$ cat src/rtl/crc_pkg.sv
package crc_pkg;
  localparam int WORD_CMD = 0;
  localparam int WORD_CFG = 1;
  localparam int WORD_M   = 2;
  localparam int WORD_N   = 3;
  localparam int WORD_D   = 4;

  typedef struct packed {
    logic wrCmd;
    logic wrCfg;
    logic wrM;
    logic wrN;
    logic wrD;
    logic apply;
  } strobe_t;
endpackage

$ cat src/rtl/crc_ctrl.sv
module crc_ctrl import crc_pkg::*; #(
  parameter int ADDR_W  = 5,
  parameter int UPD_LAT = 3
) (
  input  logic              clk,
  input  logic              rstN,
  input  logic              wrEn,
  input  logic [ADDR_W-1:0] addr,
  input  logic              reqBit,
  output strobe_t           strb,
  output logic              pending,
  output logic [3:0]        dirty
);
  localparam int CNT_W = (UPD_LAT > 2) ? $clog2(UPD_LAT) : 1;
  localparam logic [CNT_W-1:0] CNT_INIT = CNT_W'(UPD_LAT - 1);

  logic [CNT_W-1:0] cnt;
  logic [ADDR_W-3:0] word;
  logic start;

  assign word = addr[ADDR_W-1:2];

  always_comb begin
    strb.wrCmd = wrEn && (word == (ADDR_W-2)'(WORD_CMD));
    strb.wrCfg = wrEn && (word == (ADDR_W-2)'(WORD_CFG));
    strb.wrM   = wrEn && (word == (ADDR_W-2)'(WORD_M));
    strb.wrN   = wrEn && (word == (ADDR_W-2)'(WORD_N));
    strb.wrD   = wrEn && (word == (ADDR_W-2)'(WORD_D));
    strb.apply = pending && (cnt == '0);
  end

  assign start = strb.wrCmd && reqBit && (!pending || strb.apply);

  always_ff @(posedge clk) begin
    if (!rstN) begin
      pending <= 1'b0;
      cnt     <= '0;
    end else if (start) begin
      pending <= 1'b1;
      cnt     <= CNT_INIT;
    end else if (strb.apply) begin
      pending <= 1'b0;
    end else if (pending) begin
      cnt <= cnt - 1'b1;
    end
  end

  always_ff @(posedge clk) begin
    if (!rstN) dirty <= '0;
    else dirty <= (strb.apply ? 4'b0 : dirty) | {strb.wrD, strb.wrM, strb.wrN, strb.wrCfg};
  end


  upd_norestart_chk: assert property (@(posedge clk) disable iff (!rstN)
    (pending && cnt != '0) |=> (pending && cnt == $past(cnt) - 1'b1));


  upd_done_chk: assert property (@(posedge clk) disable iff (!rstN)
    (strb.apply && !start) |=> !pending);


  dirty_clr_chk: assert property (@(posedge clk) disable iff (!rstN)
    (strb.apply && !(strb.wrCfg || strb.wrM || strb.wrN || strb.wrD)) |=> (dirty == 4'b0));


  dirty_set_chk: assert property (@(posedge clk) disable iff (!rstN)
    strb.wrCfg |=> dirty[0]);
endmodule

$ cat src/rtl/crc_regs.sv
module crc_regs import crc_pkg::*; #(
  parameter int ADDR_W = 5,
  parameter int PDIV_W = 5,
  parameter int MND_W  = 8
) (
  input  logic              clk,
  input  logic              rstN,
  input  strobe_t           strb,
  input  logic [ADDR_W-1:0] addr,
  input  logic [31:0]       wrData,
  input  logic              pending,
  input  logic [3:0]        dirty,
  input  logic              rootClkRunning,
  output logic [31:0]       rdData,
  output logic              rootEnable,
  output logic [2:0]        actSrcSel,
  output logic [1:0]        actMode,
  output logic [PDIV_W-1:0] actPreDiv,
  output logic [MND_W-1:0]  actMnd [3]
);
  logic [2:0]        shSrc;
  logic [1:0]        shMode;
  logic [PDIV_W-1:0] shPreDiv;
  logic [MND_W-1:0]  shMnd [3];
  logic [2:0]        wrMnd;
  logic [ADDR_W-3:0] word;

  assign wrMnd = {strb.wrD, strb.wrN, strb.wrM};
  assign word  = addr[ADDR_W-1:2];

  always_ff @(posedge clk) begin
    if (!rstN) begin
      shSrc <= '0; shMode <= '0; shPreDiv <= '0;
      actSrcSel <= '0; actMode <= '0; actPreDiv <= '0;
      rootEnable <= 1'b0;
    end else begin
      if (strb.apply) begin
        actSrcSel <= shSrc;
        actMode   <= shMode;
        actPreDiv <= shPreDiv;
      end
      if (strb.wrCfg) begin
        shPreDiv <= wrData[PDIV_W-1:0];
        shSrc    <= wrData[10:8];
        shMode   <= wrData[13:12];
      end
      if (strb.wrCmd) rootEnable <= wrData[1];
    end
  end

  for (genvar g = 0; g < 3; g++) begin : g_mnd
    always_ff @(posedge clk) begin
      if (!rstN) begin
        shMnd[g]  <= '0;
        actMnd[g] <= '0;
      end else begin
        if (strb.apply) actMnd[g] <= shMnd[g];
        if (wrMnd[g])   shMnd[g]  <= wrData[MND_W-1:0];
      end
    end


    act_copy_chk: assert property (@(posedge clk) disable iff (!rstN)
      strb.apply |=> (actMnd[g] == $past(shMnd[g])));


    act_hold_chk: assert property (@(posedge clk) disable iff (!rstN)
      !strb.apply |=> $stable(actMnd[g]));
  end

  always_comb begin
    rdData = '0;
    case (word)
      (ADDR_W-2)'(WORD_CMD): begin
        rdData[0]   = pending;
        rdData[1]   = rootEnable;
        rdData[7:4] = dirty;
        rdData[31]  = !rootClkRunning;
      end
      (ADDR_W-2)'(WORD_CFG): begin
        rdData[PDIV_W-1:0] = shPreDiv;
        rdData[10:8]       = shSrc;
        rdData[13:12]      = shMode;
      end
      (ADDR_W-2)'(WORD_M): rdData[MND_W-1:0] = shMnd[0];
      (ADDR_W-2)'(WORD_N): rdData[MND_W-1:0] = shMnd[1];
      (ADDR_W-2)'(WORD_D): rdData[MND_W-1:0] = shMnd[2];
      default: rdData = '0;
    endcase
  end


  cfg_hold_chk: assert property (@(posedge clk) disable iff (!rstN)
    !strb.apply |=> ($stable(actSrcSel) && $stable(actMode) && $stable(actPreDiv)));


  cfg_copy_chk: assert property (@(posedge clk) disable iff (!rstN)
    strb.apply |=> (actSrcSel == $past(shSrc) && actMode == $past(shMode)));
endmodule

$ cat src/rtl/crc_root_cfg.sv
module crc_root_cfg import crc_pkg::*; #(
  parameter int ADDR_W  = 5,
  parameter int PDIV_W  = 5,
  parameter int MND_W   = 8,
  parameter int UPD_LAT = 3
) (
  input  logic              clk,
  input  logic              rstN,
  input  logic              wrEn,
  input  logic [ADDR_W-1:0] addr,
  input  logic [31:0]       wrData,
  output logic [31:0]       rdData,
  input  logic              rootClkRunning,
  output logic              rootEnable,
  output logic [2:0]        actSrcSel,
  output logic [1:0]        actMode,
  output logic [PDIV_W-1:0] actPreDiv,
  output logic [MND_W-1:0]  actM,
  output logic [MND_W-1:0]  actN,
  output logic [MND_W-1:0]  actD
);
  strobe_t          strb;
  logic             pending;
  logic [3:0]       dirty;
  logic [MND_W-1:0] actMnd [3];

  crc_ctrl #(.ADDR_W(ADDR_W), .UPD_LAT(UPD_LAT)) ctrl_i (
    .clk(clk), .rstN(rstN), .wrEn(wrEn), .addr(addr), .reqBit(wrData[0]),
    .strb(strb), .pending(pending), .dirty(dirty)
  );

  crc_regs #(.ADDR_W(ADDR_W), .PDIV_W(PDIV_W), .MND_W(MND_W)) regs_i (
    .clk(clk), .rstN(rstN), .strb(strb), .addr(addr), .wrData(wrData),
    .pending(pending), .dirty(dirty), .rootClkRunning(rootClkRunning),
    .rdData(rdData), .rootEnable(rootEnable), .actSrcSel(actSrcSel),
    .actMode(actMode), .actPreDiv(actPreDiv), .actMnd(actMnd)
  );

  assign actM = actMnd[0];
  assign actN = actMnd[1];
  assign actD = actMnd[2];
endmodule

$ cat config.mk
export PLATFORM = sky130hd
export DESIGN_NAME = crc_root_cfg
export DESIGN_NICKNAME = d
export VERILOG_FILES = /design/src/rtl/crc_pkg.sv /design/src/rtl/crc_ctrl.sv /design/src/rtl/crc_regs.sv /design/src/rtl/crc_root_cfg.sv
export SDC_FILE = /design/constraint.sdc
export NUM_CORES = 1
export LEC_CHECK = 0
export BUFFER_PORTS_ARGS = -buffer_cell sky130_fd_sc_hd__clkbuf_2
export CELL_PAD_IN_SITES_DETAIL_PLACEMENT = 1
export CELL_PAD_IN_SITES_GLOBAL_PLACEMENT = 1
export CORE_MARGIN = 2
export CORE_UTILIZATION = 39
export CTS_BUF_LIST = sky130_fd_sc_hd__clkbuf_16
export DETAILED_ROUTE_END_ITERATION = 6
export PLACE_DENSITY_LB_ADDON = 0.1
export SETUP_SLACK_MARGIN = 0.2
export SLEW_MARGIN = 20
export SYNTH_ARGS = -nofsm -noshare
export SYNTH_HDL_FRONTEND = slang
export SYNTH_HIERARCHICAL = 1
export SYNTH_SLANG_ARGS = --single-unit
$ cat constraint.sdc
create_clock -name clk -period 2.25 [get_ports clk]
set_clock_uncertainty 0.2 [all_clocks]
set_input_delay 0.1125 -clock clk [delete_from_list [all_inputs] [get_ports clk]]
set_output_delay 0.1125 -clock clk [all_outputs]
set_load 0.05 [all_outputs]
; ---- Yosys cells after proc, flatten, opt, wreduce, memory -nomap -nowiden
; Memories as Yosys holds them, arrays and structs flattened.
; Index checks and enable logic that the tools add are counted.
[op_classes]
add_sub_neg = 1
n_eq_ne = 5
muxes = 26
n_bitwise = 6
reduce_logical = 18
[op_table]
columns = op, count
row1 = $mux 8, 3
row2 = $mux 1, 13
row3 = $pmux 3 s4, 1
row4 = $pmux 2 s5, 1
row5 = $logic_and 1x1->1, 8
row6 = $mux 2, 4
row7 = $pmux 2 s4, 1
row8 = $eq 3x2->1 const B, 2
row9 = $pmux 1 s5, 1
row10 = $mux 4, 1
row11 = $or 4x4->4, 1
row12 = $reduce_and 2->1, 2
row13 = $reduce_bool 2->1, 2
row14 = $eq 3x1->1 const B, 1
row15 = $eq 3x3->1 const B, 1
row16 = $logic_not 3->1, 1
row17 = $mux 3, 1
row18 = $or 1x1->1, 3
row19 = $logic_not 1->1, 2
row20 = $logic_not 2->1, 1
row21 = $ne 2x2->1 const B, 1
row22 = $not 1->1, 2
row23 = $reduce_or 2->1, 1
row24 = $sub 2x1->2 const B, 1
row25 = $logic_or 1x1->1, 1
[word_totals]
reg_bits = 52
mem_bits_rw = 24
input_bits = 41
output_inout_bits = 67
wordCells = 71
n_memories = 1
[memory_table]
columns = name, words, width, read_ports, rd_ports_with_merged_regs, wr, line_no
row1 = regs_i.shMnd, 3, 8, 3, 0, 3, crc_regs.sv:24  ; logic [MND_W-1:0] shMnd [3];

; ---- Depth between registers and ports, before layout
[logic_depth]
word_depth = 6
mapped_depth = 8
depth_no_buf = 6

; ---- Cells and area by module
; Netlist, hierarchy kept.
[by_module_without_submodules]
columns = mod, instances, cells_per_inst, area_per_inst_um2, seq_area_each_um2
row1 = crc_regs, 1, 266, 3101.7, 1621.6
row2 = crc_ctrl, 1, 33, 339.1, 140.1

; ---- Worst setup path before layout
; OpenSTA, ideal clock, no wires.
[synth_timing]
path_kind = input to output
start = input port addr[3]
end = output port rdData[31]
arrival_time_ps = 1896
t_required_ps = 1938
setup_slack_ps = 42
path_stages = 3
n_path_buf = 2
cell_sequence = buf_6 buf_6 nor4_1
[synth_between]
elab_chain_len = 2
[synth_lines]
columns = element, line_no
row1 = from (decl), crc_root_cfg.sv:10  ; input logic [ADDR_W-1:0] addr,
row2 = $logic_not 3->1, crc_regs.sv:73  ; case (word)
row3 = $mux 1, crc_regs.sv:73
row4 = to (decl), crc_root_cfg.sv:12  ; output logic [31:0] rdData,
; Every way passes these cells.

==> results.sh <==
export IMPL_finalCritPeriodShare_pct=86.55
export IMPL_r2r_start="ctrl_i/cnt[0]"
export IMPL_multi_input_area_sq_um=1503
export IMPL_die_height_um=97.93
export IMPL_ir_worst_vdd_v=0.0003664
export IMPL_ff2ff_setup_slack_ps=480
export IMPL_pin_count=108
export IMPL_path_clk_slew_ps=50
export IMPL_yosys_warnings=6
export IMPL_start_util_pct=39.84
export IMPL_seq_area_sq_um=1762
export IMPL_final_nets=426
export IMPL_async_flop_share_pct=0
export IMPL_ys_types=37
export IMPL_vias=2434
export IMPL_cts_max_level=3
export IMPL_n_antenna_cell=0
export IMPL_fin_total_pwr_uw=3049
export IMPL_drive_gt1_share_pct=25.19
export IMPL_tns_ps=0
export IMPL_synthCells=299
export IMPL_finalHoldViolations=0
export IMPL_grt_pass1_wl_mm=12.91
export IMPL_cp_required_ps=1940
export IMPL_syn2layout_area_growth_pct=22.55
export IMPL_clkSinkCount=76
export IMPL_drc=0
export IMPL_rsz0062_at_grt="false"
export IMPL_numCtsBuffers=9
export IMPL_drv_slew=0
export IMPL_setup_viol=0
export IMPL_first_pass_iters=4
export IMPL_min_from="wrEn"
export IMPL_routedWlPerCell_um=16.23
export IMPL_endpoint_kind="primary output"
export IMPL_via_per_inst=4.897
export IMPL_track_usage_pct=17.28
export IMPL_grt_overflow_total=0
export IMPL_fin_area_sq_um=4217
export IMPL_clk_path_buf_depth=2
export IMPL_die_area_sq_um=9590
export IMPL_synth_area_per_cell_sq_um=11.51
export IMPL_place_area_sq_um=3822
export IMPL_crit_type="reg2out"
export IMPL_grt_busiest_layer="met2"
export IMPL_dp_hpwl_mm=5.832
export IMPL_grt_met1_usage_pct=23.86
export IMPL_drv_cap=0
export IMPL_cts_tree="done"
export IMPL_ant_nets=0
export IMPL_met2_usage_pct=26.13
export IMPL_die_width_um=97.93
export IMPL_status="finished, final reports clean"
export IMPL_portBuffers=68
export IMPL_r2r_end="regs_i/actMnd[14]"
export IMPL_cts_setup_buffers=0
export IMPL_grt_use_met3_pct=3.865
export IMPL_synth_ff_type="dfxtp_1"
export IMPL_core_sq_um=8636
export IMPL_cp_max_fo=2
export IMPL_r2r_cells=7
export IMPL_gp_congestion=0.7345
export IMPL_cts_root_buf="clkbuf_16"
export IMPL_ys_seq_area_share_pct=51.20
export IMPL_core_rowCount=34
export IMPL_grt_start_max_net_pins=45
export IMPL_ys_ff_latch=76
export IMPL_leakage_uw=0.001740
export IMPL_routed_wl_mm=8.068
export IMPL_cts_resized=0
export IMPL_max_freq_ghz=0.5135
export IMPL_hold_depth=4
export IMPL_finalCriticalPeriod_ps=1947
export IMPL_hp_class="in2reg"
export IMPL_place_inst=467
export IMPL_power_density_nw_per_um2=723.1
export IMPL_fillCellCount=978
export IMPL_whs_endpoint="regs_i/rootEnable"
export IMPL_cp_start_kind="flop"
export IMPL_antenna_found_initial=0
export IMPL_netlist_area_sq_um=3441
export IMPL_clk_insertion_delay_late_ps=320
export IMPL_synth_edf_count=24
export IMPL_arrival_ps=1630
export IMPL_drtIter0Drc=124
export IMPL_finalNonFillerCells=497
export IMPL_grt_pass1_vias=2464
## what timing repair did
action | 4_1_cts | 5_1_grt
setup endpoints to repair | 0 | 0
hold buffers | 14 | 0
endpoints found under the hold margin | 40 | 0
## metal layers
metal  vias to the layer above  part of all wire, %
met4                         0                  1.9
li1                       1191                    -
met2                        62                   43
met1                      1168                   50
met3                        13                  4.9
met5                         -                    0
## Yosys cell counts (2+ instances only)
master	count	area, sq um
a21oi_1	3	15.01
a221o_1	2	20.02
a31oi_1	3	18.77
and2_1	7	43.79
and3_1	24	150.1
and4bb_2	4	50.05
buf_2	2	10.01
buf_4	23	172.7
buf_6	2	22.52
clkbuf_1	7	26.28
dfxtp_1	52	1041
edfxtp_1	24	720.7
inv_1	4	15.01
mux2i_1	55	550.5
nand2_1	5	18.77
nand2b_1	5	31.28
nor2_1	4	15.01
nor2b_1	49	306.5
o21a_1	2	15.01
o21ai_1	4	20.02
o32ai_1	2	17.52
## critical path, cell delays in order, from the launching register on
cell	delay [ps]
edfxtp_1	400
mux2_1	360
a221o_1	310
clkbuf_2	240
## layout make-up
type	count	share of cell area, %
Clock buffer	9	5.341
Clock inverter	7	0.6825
Inverter	4	0.3561
Multi-Input combinational cell	202	35.64
Sequential cell	76	41.78
Tap cell	108	3.205
Timing Repair Buffer	91	13.00
## power by group
group | switching, uW | internal, uW
clock | 514 | 722
combinational | 228 | 101
sequential | 28.6 | 1460
## cells in the final DEF (no fill, tap or decap), types with 7 or more instances in the layout
cell / n
and2_1: 7
and3_1: 24
buf_4: 9
clkbuf_16: 9
clkbuf_2: 68
conb_1: 18
dfxtp_1: 52
dlygate4sd3_1: 14
edfxtp_1: 24
inv_1: 7
mux2i_1: 55
nor2b_1: 49
## kinds of logic (layout without fill, tap and decap cells)
logic type | Yosys count | after routing | synth area share [%]
buffers and inverters | 38 | 111 | 7.164
muxes | 57 | 57 | 16.76
other | 1 | 18 | 0.1090
and+or+nand+nor | 106 | 106 | 20.25
adders and majority gates | 1 | 1 | 0.3636
DFF | 76 | 76 | 51.20
AOI/OAI and AO/OA | 20 | 20 | 4.146
## through the flow
step	util [%]	setup WS [ps]	hold WS [ps]
2_1_floorplan	-	307.8	29.95
3_3_place_gp	44.26	447.4	172.7
5_1_grt	48.83	253.0	140.3
4_1_cts	48.83	278.4	87.25
3_5_place_dp	44.26	416.7	189.8
6_report	48.83	302.5	99.22
## sequential cells by signal, indices dropped and copies added, names as in the netlist
name               flops
regs_i/actMode         2
ctrl_i/pending         1
regs_i/rootEnable      1
regs_i/shMode          2
regs_i/shMnd          24
regs_i/actMnd         24
regs_i/shPreDiv        5
regs_i/shSrc           3
ctrl_i/dirty           4
ctrl_i/cnt             2
regs_i/actSrcSel       3
regs_i/actPreDiv       5
## worst max path at each step
stage / from / to / slack (ps) / cells past startpoint
floorplan: addr[3] / rdData[6] / 310 / 3
global placement: addr[2] / regs_i/shMnd[2][1] / 450 / 3
detailed placement: ctrl_i/cnt[0] / regs_i/actMnd[14] / 420 / 7
CTS: regs_i/shMnd[0][1] / rdData[1] / 280 / 3
global route: regs_i/shMnd[0][1] / rdData[1] / 250 / 3
finish: regs_i/shMnd[0][1] / rdData[1] / 300 / 3
Note: power is estimated with default switching activity, not from simulation.
